File: config.mk
export PLATFORM = sky130hd
export DESIGN_NAME = viterbi4_dec
export DESIGN_NICKNAME = d
export VERILOG_FILES = /design/src/rtl/vit_pkg.sv /design/src/rtl/vit_bmu.sv /design/src/rtl/vit_acs.sv /design/src/rtl/vit_trace.sv /design/src/rtl/viterbi4_dec.sv
export SDC_FILE = /design/constraint.sdc
export NUM_CORES = 1
export LEC_CHECK = 0
export ABC_AREA = 1
export CAP_MARGIN = 10
export CORE_UTILIZATION = 54
export CTS_CLUSTER_DIAMETER = 50
export DETAILED_ROUTE_END_ITERATION = 7
export PLACE_DENSITY_LB_ADDON = 0.15
export SYNTH_ARGS = -nofsm -noshare
export SYNTH_HDL_FRONTEND = slang
export SYNTH_SLANG_ARGS = --single-unit
export TNS_END_PERCENT = 5
File: constraint.sdc
create_clock -name clk -period 8.7 [get_ports clk]
set_input_delay 2.61 -clock clk [delete_from_list [all_inputs] [get_ports clk]]
set_output_delay 2.61 -clock clk [all_outputs]
set_load 0.02 [all_outputs]
File: src/rtl/vit_pkg.sv
package vit_pkg;

  localparam int NSTATE = 4;
  localparam int TAIL_SYMS = 2;

  typedef enum logic [1:0] {PH_FILL, PH_TRACE, PH_EMIT} phase_t;

  // Coded pair leaving state {D, D2} when input u is shifted in: {c0, c1}
  function automatic logic [1:0] branch_sym(input logic [1:0] from_st, input logic u);
    return {u ^ from_st[1] ^ from_st[0], u ^ from_st[0]};
  endfunction

endpackage

File: src/rtl/vit_bmu.sv
module vit_bmu
  import vit_pkg::*;
(
  input  logic                         [1:0] sym,
  output logic [NSTATE-1:0][1:0]       [1:0] bm
);

  // Destination state n = {u, D}; predecessor x-th branch = {D, x}
  for (genvar n = 0; n < NSTATE; n++) begin : g_dst
    for (genvar x = 0; x < 2; x++) begin : g_br
      localparam logic [1:0] PRED = {1'(n % 2), 1'(x)};
      localparam logic       UIN  = 1'(n / 2);
      localparam logic [1:0] EXP  = branch_sym(PRED, UIN);
      logic [1:0] diff;
      assign diff        = sym ^ EXP;
      assign bm[n][x]    = {diff[1] & diff[0], diff[1] ^ diff[0]};
    end
  end

endmodule

File: src/rtl/vit_acs.sv
module vit_acs
  import vit_pkg::*;
#(
  parameter int PM_W       = 5,
  parameter int PM_UNREACH = 15
) (
  input  logic                          clk,
  input  logic                          rst,
  input  logic                          step_en,
  input  logic                          restart,
  input  logic [NSTATE-1:0][1:0][1:0]   bm,
  output logic [NSTATE-1:0]             dec
);

  localparam logic [PM_W-1:0] INIT_HI = PM_W'(PM_UNREACH);

  logic [PM_W-1:0] pm_q [NSTATE];
  logic [PM_W-1:0] pm_d [NSTATE];

  function automatic logic [PM_W-1:0] sat_add(input logic [PM_W-1:0] a, input logic [1:0] b);
    logic [PM_W:0] s;
    s = {1'b0, a} + (PM_W+1)'(b);
    return s[PM_W] ? '1 : s[PM_W-1:0];
  endfunction

  for (genvar n = 0; n < NSTATE; n++) begin : g_acs
    localparam int P0 = (n % 2) * 2;
    localparam int P1 = (n % 2) * 2 + 1;
    logic [PM_W-1:0] cand0, cand1;
    assign cand0 = sat_add(pm_q[P0], bm[n][0]);
    assign cand1 = sat_add(pm_q[P1], bm[n][1]);
    // strict compare: a tie keeps the lower-numbered predecessor
    assign dec[n]  = (cand1 < cand0);
    assign pm_d[n] = dec[n] ? cand1 : cand0;

    always_ff @(posedge clk) begin
      if (rst || restart) begin
        pm_q[n] <= (n == 0) ? '0 : INIT_HI;
      end else if (step_en) begin
        pm_q[n] <= pm_d[n];
      end
    end
  end

endmodule

File: src/rtl/vit_trace.sv
module vit_trace
  import vit_pkg::*;
#(
  parameter int DATA_BITS  = 7,
  parameter int FRAME_SYMS = DATA_BITS + TAIL_SYMS
) (
  input  logic              clk,
  input  logic              rst,
  input  logic              sym_valid,
  input  logic [NSTATE-1:0] dec,
  output logic              sym_fire,
  output logic              frame_end,
  output logic              busy,
  output logic              dec_valid,
  output logic              dec_bit,
  output logic              dec_last
);

  localparam int AW = (FRAME_SYMS > 1) ? $clog2(FRAME_SYMS) : 1;
  localparam int EW = $clog2(DATA_BITS + 1);
  localparam logic [AW-1:0] LAST_STEP = AW'(FRAME_SYMS - 1);
  localparam logic [AW-1:0] DATA_LIM  = AW'(DATA_BITS);
  localparam logic [EW-1:0] LAST_OUT  = EW'(DATA_BITS - 1);

  phase_t              phase_q;
  logic [AW-1:0]       wr_ptr_q;
  logic [AW-1:0]       tb_ptr_q;
  logic [1:0]          tb_st_q;
  logic [EW-1:0]       emit_cnt_q;
  logic [DATA_BITS-1:0] bits_q;
  logic [NSTATE-1:0]   surv_mem [FRAME_SYMS];
  logic [NSTATE-1:0]   rd_word;

  assign busy      = (phase_q != PH_FILL);
  assign sym_fire  = sym_valid && !busy;
  assign frame_end = sym_fire && (wr_ptr_q == LAST_STEP);

  // survivor store: one word per trellis step, no reset
  always_ff @(posedge clk) begin
    if (sym_fire) surv_mem[wr_ptr_q] <= dec;
  end
  assign rd_word = surv_mem[tb_ptr_q];

  always_ff @(posedge clk) begin
    if (rst) begin
      phase_q    <= PH_FILL;
      wr_ptr_q   <= '0;
      tb_ptr_q   <= '0;
      tb_st_q    <= '0;
      emit_cnt_q <= '0;
      bits_q     <= '0;
      dec_valid  <= 1'b0;
      dec_bit    <= 1'b0;
      dec_last   <= 1'b0;
    end else begin
      dec_valid <= 1'b0;
      dec_last  <= 1'b0;
      unique case (phase_q)
        PH_FILL: begin
          if (sym_fire) begin
            if (wr_ptr_q == LAST_STEP) begin
              wr_ptr_q <= '0;
              tb_ptr_q <= LAST_STEP;
              tb_st_q  <= '0;
              phase_q  <= PH_TRACE;
            end else begin
              wr_ptr_q <= wr_ptr_q + 1'b1;
            end
          end
        end
        PH_TRACE: begin
          // input bit of the step that entered tb_st is its newest register bit
          if (tb_ptr_q < DATA_LIM) bits_q <= {bits_q[DATA_BITS-2:0], tb_st_q[1]};
          tb_st_q <= {tb_st_q[0], rd_word[tb_st_q]};
          if (tb_ptr_q == '0) begin
            emit_cnt_q <= '0;
            phase_q    <= PH_EMIT;
          end else begin
            tb_ptr_q <= tb_ptr_q - 1'b1;
          end
        end
        PH_EMIT: begin
          dec_valid <= 1'b1;
          dec_bit   <= bits_q[0];
          bits_q    <= {1'b0, bits_q[DATA_BITS-1:1]};
          if (emit_cnt_q == LAST_OUT) begin
            dec_last <= 1'b1;
            phase_q  <= PH_FILL;
          end else begin
            emit_cnt_q <= emit_cnt_q + 1'b1;
          end
        end
        default: phase_q <= PH_FILL;
      endcase
    end
  end

endmodule

File: src/rtl/viterbi4_dec.sv
module viterbi4_dec
  import vit_pkg::*;
#(
  parameter int DATA_BITS  = 7,
  parameter int FRAME_SYMS = DATA_BITS + TAIL_SYMS,
  parameter int PM_W       = 5,
  parameter int PM_UNREACH = 15
) (
  input  logic       clk,
  input  logic       rst,
  input  logic       sym_valid,
  input  logic [1:0] sym_in,
  output logic       busy,
  output logic       dec_valid,
  output logic       dec_bit,
  output logic       dec_last
);

  logic [NSTATE-1:0][1:0][1:0] bm;
  logic [NSTATE-1:0]           dec;
  logic                        sym_fire;
  logic                        frame_end;

  vit_bmu u_bmu (
    .sym (sym_in),
    .bm  (bm)
  );

  vit_acs #(
    .PM_W       (PM_W),
    .PM_UNREACH (PM_UNREACH)
  ) u_acs (
    .clk     (clk),
    .rst     (rst),
    .step_en (sym_fire),
    .restart (frame_end),
    .bm      (bm),
    .dec     (dec)
  );

  vit_trace #(
    .DATA_BITS  (DATA_BITS),
    .FRAME_SYMS (FRAME_SYMS)
  ) u_trace (
    .clk       (clk),
    .rst       (rst),
    .sym_valid (sym_valid),
    .dec       (dec),
    .sym_fire  (sym_fire),
    .frame_end (frame_end),
    .busy      (busy),
    .dec_valid (dec_valid),
    .dec_bit   (dec_bit),
    .dec_last  (dec_last)
  );

endmodule

== Word-level counts from Yosys, hierarchy flattened ==
Memory sizes are Yosys's and may differ from the RTL's. A register that Yosys moved wholly into a read port is not among the register bits.
Cells that the tools add are included.

* Register bits: 25
* Memory bits (writable): 56
* Input bits: 5
* Output and inout port bits: 4
* Word-level logic and storage cells: 117
* Memories: 2

{| class="wikitable"
|+ Memories
! memory !! depth !! bits a word !! read ports !! clocked after memory_dff !! write ports !! line !! RTL
|-
| u_trace.surv_mem || 9 || 4 || 1 || 1 || 1 || vit_trace.sv:31 || <nowiki>logic [NSTATE-1:0] surv_mem [FRAME_SYMS];</nowiki>
|-
| u_acs.pm_q || 4 || 5 || 4 || 0 || 4 || vit_acs.sv:17 || <nowiki>logic [PM_W-1:0] pm_q [NSTATE];</nowiki>
|}

* $add $sub $neg: 11
* Magnitude comparators: 6
* Equality and inequality tests: 11
* Multiplexer cells: 46
* Bitwise logic cells: 16
* Reductions and logical operators: 16

{| class="wikitable"
|+ Operators with widths
! cell !! number
|-
| $mux 5 || 16
|-
| $add 5x2->6 || 8
|-
| $mux 4 || 6
|-
| $lt 5x5->1 || 4
|-
| $pmux 7 s2 || 1
|-
| $mux 2 || 6
|-
| $ne 2x1->1 const B || 5
|-
| $mux 1 || 9
|-
| $pmux 4 s2 || 1
|-
| $reduce_and 4->1 || 2
|-
| $mux 7 || 1
|-
| $mux 3 || 2
|-
| $pmux 2 s3 || 1
|-
| $pmux 3 s2 || 1
|-
| $reduce_and 3->1 || 2
|-
| $reduce_bool 2->1 || 3
|-
| $add 4x1->4 const B || 1
|-
| $and 1x1->1 || 4
|-
| $eq 4x4->1 const B || 1
|-
| $logic_not 4->1 || 1
|-
| $lt 4x3->1 const B || 1
|-
| $ne 2x2->1 const B || 2
|-
| $or 1x1->1 || 4
|-
| $pmux 2 s2 || 1
|-
| 16 further kinds || 23
|}

== Longest topological paths before layout ==
Gate-level depths: netlist of run 1.

* Depth in word-level cells: 8
* Gate-level depth with buffers: 19
* Depth with buffers taken out: 19

== Modules after synthesis ==
From an unflattened synthesis of run 1, not the netlist that was laid out.

* Cells, all modules: 696
* Area, all modules: 5743.0 sq um

{| class="wikitable"
|+ Modules (own cells, without submodules)
! module !! instances !! cells an instance !! area each (sq um) !! sequential area each (sq um)
|-
| vit_trace || 1 || 306 || 2919.0 || 1661.6
|-
| vit_acs || 1 || 373 || 2687.6 || 600.6
|-
| vit_bmu || 1 || 17 || 136.4 || 0.0
|}

== Least setup slack after synthesis of run 1 ==
OpenSTA, ideal clock, no wires.

* Path kind: input to register
* Start point: input port sym_in[0]
* End point: memory u_acs.pm_q[0][1], data pin
* Setup time: 0.255 ns
* Arrival time: 5.068 ns
* Required time: 8.445 ns
* Slack: 3.377 ns
* Cell stages on the path: 18
* Path buffers: 1
* Cells stage by stage: inv_1 ha_1 ha_1 ha_1 inv_1 nand2_1 nand3_1 xor2_1 or2_2 inv_1 ha_1 nand2_1 nor2_1 a211oi_1 clkbuf_1 nand3_1 nand2_1 nor2_1

{| class="wikitable"
|+ RTL lines
! element !! line !! RTL
|-
| start, declared || viterbi4_dec.sv:12 || <nowiki>input logic [1:0] sym_in,</nowiki>
|-
| end, declared || vit_acs.sv:17 ||
|}

== Worst setup path in the final report of run 1 ==
* Start point: input port sym_in[0]
* End point: memory u_trace.surv_mem[8][0], data pin

* Longest elaborated chain between the ends: 5
* Elaborated cells between the ends (all ways): 10
* Those cells by class: add/sub (2); order compare (1); mux (2); bitwise (5)

{| class="wikitable"
|+ Ends and longest elaborated chain
! element !! line !! RTL
|-
| $not 2->2 (no line) || - ||
|-
| $xor 1x1->1 or $and 1x1->1 (tied branches) || vit_bmu.sv:16 || <nowiki>assign bm[n][x] = {diff[1] & diff[0], diff[1] ^ diff[0]};</nowiki>
|-
| $add 5x2->6 || vit_acs.sv:22 || <nowiki>s = {1'b0, a} + (PM_W+1)'(b);</nowiki>
|-
| $mux 5 || vit_acs.sv:23 || <nowiki>return s[PM_W] ? '1 : s[PM_W-1:0];</nowiki>
|-
| $lt 5x5->1 * || vit_acs.sv:33 || <nowiki>assign dec[n] = (cand1 < cand0);</nowiki>
|-
| named net dec[0] || viterbi4_dec.sv:20 || <nowiki>logic [NSTATE-1:0] dec;</nowiki>
|-
| end, declared || vit_trace.sv:31 ||
|}

The timed path passes the listed nets; every way through them passes the cells marked *.

==> flow_metrics.tcl, run 1 <==
set metrics [dict create \
    cts_buffers 9 \
    drive_gt1_share_pct 5.932 \
    maxCapViolCount 0 \
    min_from "u_trace.bits_q[6]" \
    gp_congestion 0.9120 \
    crit_fanout 11 \
    synth_top_family_by_area "simple AND/OR/NAND/NOR gates" \
    num_rows 36 \
    port_buffers 8 \
    synthMuxAreaShare_pct 0 \
    maxSlewViolCount 0 \
    synthCells 704 \
    whs_path_depth 2 \
    diodes 0 \
    yosys.area.top_type "edfxtp_1" \
    yosys_warnings 0 \
    synth_fa_ha_area_share_pct 10.84 \
    viasPerCell 5.335 \
    fin_area_sq_um 5891 \
    clk_pin_slew_ns 0.10 \
    cts.sinks 85 \
    dieArea_sq_um 10670 \
    crit_path_start "sym_in[0]" \
    synthFlopType "edfxtp_1" \
    final_nets 756 \
    gr-total-overflow 0 \
    worst_setup_path_end_kind "register" \
    wl_per_cell_microns 13.45 \
    antenna_found_initial 0 \
    yosysSeqAreaShare_pct 40.81 \
    tightest_slew_ns 1.198 \
    grt_max_degree 21 \
    syn-num-nets 757 \
    vias 4487 \
    r2r_end "u_trace.surv_mem[8][0]" \
    critPathArrivalTime_ns 6.51 \
    root_buffer "clkbuf_8" \
    syn-mean-instance-area_sq_um 7.873 \
    synth_compound_area_share_pct 8.217 \
    grtUsageTotal_pct 23.27 \
    clk_latency_ns 0.36 \
    cts_tree "done" \
    required_ns 8.85 \
    synth.most_common_cell "nand2_1" \
    yosys.area.top_type_share_pct 30.34 \
    synth_area_sq_um 5543 \
    die_w_microns 103.3 \
    crit_type "in -> reg" \
    hold_path.class "reg -> reg" \
    drc 0 \
    reg2regPathDepth 14 \
    postSynth.asyncResetShare_pct 0 \
    wl_microns 11310 \
    slew_headroom_pct 19.65 \
    syn_to_final_growth_pct 6.275 \
    rsz0062_at_grt "no" \
    ios 9 \
    grt_pass1_vias 4226 \
    synth_edf_count 56 \
    core_sq_um 9864 \
    fmax_mhz 157.4 \
    cp-start-kind "input port" \
    cts_buffer_depth 2 \
    synthTopCellsByCount "146 x nand2_1, 112 x inv_1, 72 x nor2_1, 66 x nand3_1, 56 x edfxtp_1" \
    postRouteAntennaNets 0 \
    fin_crit_sh_pct 73.04 \
    synthSimpleGateAreaFrac_pct 26.91 \
    dr.pass1.iters 5 \
    htreeDepth 3 \
    dpl.hpwl_microns 8635 \
    initial_core_util_pct 56.19 \
    hold_buffers 0 \
    hold_path_end "u_trace.bits_q[6]" \
    worstReg2RegStart "u_acs.pm_q[0][1]" \
    ys_ff_latch 85 \
    finalSetupViolCount 0 \
    status "finished clean" \
    drtIter0Drc 205 \
    r2r_slack_ns 5.10 \
    fin_crit_ns 6.354 \
    finClkSkew_ns 0.01533 \
    synth_area_leaders "edfxtp_1 30%, ha_1 11%, dfxtp_1 10%, nand2_1 9.9%, inv_1 7.6%" \
    post_cts_buffers 0 \
    synth-xor-area-share_pct 3.905 \
    synth_cell_types 31 \
    die_h_microns 103.3 \
    placed_area_sq_um 5693 \
    grt_first_pass_wirelength_microns 19150 \
    cts_resized 0 \
    fin_setup_tns_ns 0 \
    hold_violations 0 \
]
[critical path: stages]
cell and delay (ns):
clkdlybuf4s50_1 0.55, inv_1 0.12, ha_1 0.35, ha_1 0.28
ha_1 0.22, inv_1 0.05, nand2_1 0.08, xor2_1 0.15
nor2_1 0.17, inv_1 0.06, ha_1 0.31, a21oi_1 0.17
nor2_1 0.06, a211oi_1 0.93, nand2_1 0.14, inv_1 0.26
[registers in the layout (all words and copies together), names as in the netlist, named ones only]
name	cells
u_acs.pm_q	20
u_trace.tb_ptr_q	4
u_trace.dec_bit	1
u_trace.tb_st_q	2
u_trace.emit_cnt_q	3
u_trace.phase_q	2
u_trace.bits_q	7
u_trace.wr_ptr_q	4
u_trace.dec_valid	1
u_trace.dec_last	1
u_trace.surv_mem	36
[worst max path at each step]
stage	end	slack, ns	cells past startpoint
3_5_place_dp	u_trace.surv_mem[8][0]	2.01	17
3_3_place_gp	u_acs.pm_q[0][0]	2.15	18
4_1_cts	u_trace.surv_mem[0][0]	2.39	17
2_1_floorplan	u_acs.pm_q[0][1]	3.38	18
6_report	u_trace.surv_mem[8][0]	2.35	16
5_1_grt	u_trace.surv_mem[5][0]	1.98	17
[cell type report]
| class | count | area (sq um) |
|---|---|---|
| clock buffers | 10 | 148.9 |
| clock inverters | 6 | 48.80 |
| fillers | 882 | 3974 |
| inverters | 112 | 420.4 |
| multi-input cells | 487 | 2764 |
| flip-flops and latches | 85 | 2262 |
| well taps | 133 | 166.4 |
| repair buffers | 8 | 80.08 |
[layer usage]
metal	GRT usage, %	wire [microns]	vias to the layer above
li1	-	-	2307
met4	7.476	141	0
met5	0	0	-
met3	3.898	369	12
met2	39.69	5547	80
met1	30.24	5255	2088
[layout by cell type (no fill, tap or decap)]
| cell type | Yosys | layout |
|---|---|---|
| clkdlybuf4s50_1 | 0 | 8 |
| a211oi_4 | 1 | 1 |
| o211ai_1 | 1 | 1 |
| nand2_1 | 146 | 146 |
| a211oi_1 | 3 | 3 |
| a21boi_1 | 2 | 2 |
| clkbuf_8 | 0 | 9 |
| inv_4 | 0 | 1 |
| inv_8 | 0 | 1 |
| xor2_1 | 17 | 17 |
| xor2_2 | 2 | 2 |
| inv_6 | 0 | 3 |
| nor3_1 | 8 | 8 |
| o22ai_1 | 1 | 1 |
| nand2_2 | 5 | 5 |
| nand4_1 | 18 | 18 |
| a21oi_1 | 31 | 31 |
| nor2_1 | 72 | 72 |
| a311oi_1 | 1 | 1 |
| clkbuf_16 | 0 | 1 |
| a31oi_1 | 10 | 10 |
| o21ai_0 | 27 | 27 |
| edfxtp_1 | 56 | 56 |
| o21a_1 | 3 | 3 |
| ha_1 | 48 | 48 |
| nand3_2 | 1 | 1 |
| nand3b_1 | 3 | 3 |
| inv_1 | 112 | 112 |
| xnor2_1 | 4 | 4 |
| or2_2 | 13 | 13 |
| dfxtp_1 | 29 | 29 |
| clkinv_2 | 0 | 1 |
| nand3_1 | 66 | 66 |
| nand2_4 | 4 | 4 |
[through the flow]
| stage | std cells | hold slack [ns] | setup WS, ns | utilization, % |
|---|---|---|---|---|
| 6_report | 841 | 0.4844 | 2.346 | 59.72 |
| 5_1_grt | 841 | 0.5213 | 1.983 | 59.72 |
| 4_1_cts | 841 | 0.4791 | 2.386 | 59.72 |
| 3_5_place_dp | 825 | 0.4634 | 2.010 | 57.71 |
| 3_3_place_gp | 825 | 0.4492 | 2.153 | 57.71 |
| 2_1_floorplan | 704 | 0.4395 | 3.377 | - |
[cells by family (layout without fill, tap and decap cells)]
logic type / after synthesis / in the layout
and+or+nand+nor: 336 / 336
buffers and inverters: 132 / 136
DFF: 85 / 85
AOI/OAI and AO/OA: 80 / 80
adders and majority gates: 48 / 48
xor gates and xnor gates: 23 / 23
Power of run 1 is not shown: default switching activity piles up to over one toggle a cycle in this logic, so the estimate is an artifact.
==> run 2, diff against run 1 <==
Clock period 8.7 ns to 6.1 ns, I/O delays scaled along.
==> run 2 against run 1 <==
  * Clock-buffer cell count is 1 higher
  * First-iteration DRC count is 8.3% higher
  * Sequential share of layout area hardly changed
  * Clock skew is 0.0061 ns lower
  * Largest cell class unchanged
  * Global-route usage is 0.53 points lower
==> flow_metrics.tcl, run 2 (synthesized netlist as in run 1, its figures left out) <==
set metrics [dict create \
    status "finished clean" \
    grt_max_degree 21 \
    num_rows 36 \
    cp_slowest_cell "clkdlybuf4s50_1" \
    clk_latency_ns 0.35 \
    reg_top3 "u_trace.surv_mem (36), u_acs.pm_q (20), u_trace.bits_q (7)" \
    r2r_slack_ns 3.07 \
    cts_tree "done" \
    worst_setup_path_end_kind "register" \
    slew_headroom_pct 34.11 \
    grtUsageTotal_pct 22.74 \
    crit_type "in -> reg" \
    clk_pin_slew_ns 0.09 \
    finalSetupViolCount 0 \
    max_flop_register "u_trace.surv_mem" \
    critPathArrivalTime_ns 5.20 \
    postRouteAntennaNets 0 \
    cts_resized 0 \
    wl_per_cell_microns 13.74 \
    fmax_mhz 194.7 \
    wl_microns 11570 \
    worstPathBufferInverterCount 5 \
    dpl.hpwl_microns 8683 \
    placedCellCount 826 \
    finClkSkew_ns 0.009199 \
    final_common_cell "nand2_1" \
    hold_violations 0 \
    largest_reg_flops 36 \
    crit_fanout 7 \
    root_buffer "clkbuf_8" \
    die_w_microns 103.3 \
    diodes 0 \
    stdcell_count 842 \
    cts_buffer_depth 2 \
    die_h_microns 103.3 \
    hold_buffers 0 \
    gr-total-overflow 0 \
    cp-start-kind "input port" \
    htreeDepth 3 \
    final_cell_mix "146 x nand2_1, 112 x inv_1, 72 x nor2_1" \
    tightest_slew_ns 0.9860 \
    fin_crit_ns 5.137 \
    grt_first_pass_wirelength_microns 18600 \
    fin_area_sq_um 5893 \
    reg2regPathDepth 15 \
    core_sq_um 9864 \
    worstReg2RegStart "u_acs.pm_q[0][1]" \
    placed_area_sq_um 5700 \
    fin_setup_tns_ns 0 \
    gp_congestion 0.8161 \
    cts_buffers 9 \
    drc 0 \
    rsz0062_at_grt "no" \
    required_ns 6.17 \
    syn_to_final_growth_pct 6.321 \
    maxSlewViolCount 0 \
    initial_core_util_pct 56.19 \
    slowest_delay_ns 0.55 \
    ios 9 \
    post_cts_buffers 0 \
    dr.pass1.iters 5 \
    port_buffers 8 \
    drive_gt1_share_pct 5.783 \
    grt_pass1_vias 3977 \
    vias 4471 \
    viasPerCell 5.310 \
    whs_path_depth 2 \
    crit_chain "clkdlybuf4s50_1 > inv_1 > ha_1 > inv_1 > ha_1 > ha_1 > inv_1 > nand2_1 > nand3_1 > xor2_1 > or2_2 > inv_1 > ha_1 > nand2_1 > nor2_1 > a211oi_4 > nand2_2 > nand2_1 > nand3_1" \
    drtIter0Drc 222 \
    hold_path.class "reg -> reg" \
    min_from "u_trace.bits_q[6]" \
    r2r_end "u_trace.surv_mem[8][0]" \
    dieArea_sq_um 10670 \
    final_nets 757 \
    cts.sinks 85 \
    antenna_found_initial 0 \
    cp_top_family "adder cells" \
    hold_path_end "u_trace.bits_q[6]" \
    fin_crit_sh_pct 84.21 \
    maxCapViolCount 0 \
]
[run 2: changes by cell type in the layout (fill, tap and decap cells not counted), sizes merged]
cell    change
buf         +1
bufinv      +1
clkbuf      +1
clkinv      +2
inv         -4
[run 2: worst reg2reg max path: cells and delay by family, from the launching register on]
| kind | cells | cell delay [ns] |
|---|---|---|
| and+or+nand+nor | 6 | 0.66 |
| buffers and inverters | 4 | 0.56 |
| DFF | 1 | 0.50 |
| xor gates and xnor gates | 2 | 0.47 |
| adders and majority gates | 2 | 0.44 |
| AOI/OAI and AO/OA | 1 | 0.19 |
[run 2: final cells by class]
cell class	instances	area (sq um)
fillers	899	3971
flip-flops and latches	85	2262
repair buffers	9	87.58
clock inverters	5	61.31
clock buffers	11	131.4
well taps	133	166.4
inverters	112	420.4
multi-input cells	487	2764
[run 2: through the flow]
stage                     worst slack (ns)  utilization (%)  hold WS [ns]
after CTS                           0.9677            59.74        0.4719
final                               0.9633            59.74        0.4735
after floorplan                      1.557                -        0.4395
after detailed placement            0.6128            57.79        0.4555
after global routing                0.6224            59.74        0.4843
after global placement              0.7718            57.79        0.4533
[run 2: worst max path at each step]
stage / cells past startpoint / from / slack, ns / to
2_1_floorplan: 18 / sym_in[0] / 1.56 / u_acs.pm_q[0][1]
3_3_place_gp: 19 / sym_in[0] / 0.77 / u_acs.pm_q[0][8]
3_5_place_dp: 19 / sym_in[0] / 0.61 / u_acs.pm_q[0][7]
4_1_cts: 18 / sym_in[0] / 0.97 / u_trace.surv_mem[8][1]
5_1_grt: 18 / sym_in[0] / 0.62 / u_trace.surv_mem[5][1]
6_report: 19 / sym_in[0] / 0.96 / u_acs.pm_q[0][7]
[run 2: per-layer routing]
layer	part of all wire [%]	up-vias	GRT usage [%]
li1	-	2302	-
met4	1.0	0	5.525
met3	4.4	12	3.427
met2	49	93	39.33
met5	0	-	0
met1	46	2064	30.04
Power of run 2 is left out for the same reason.
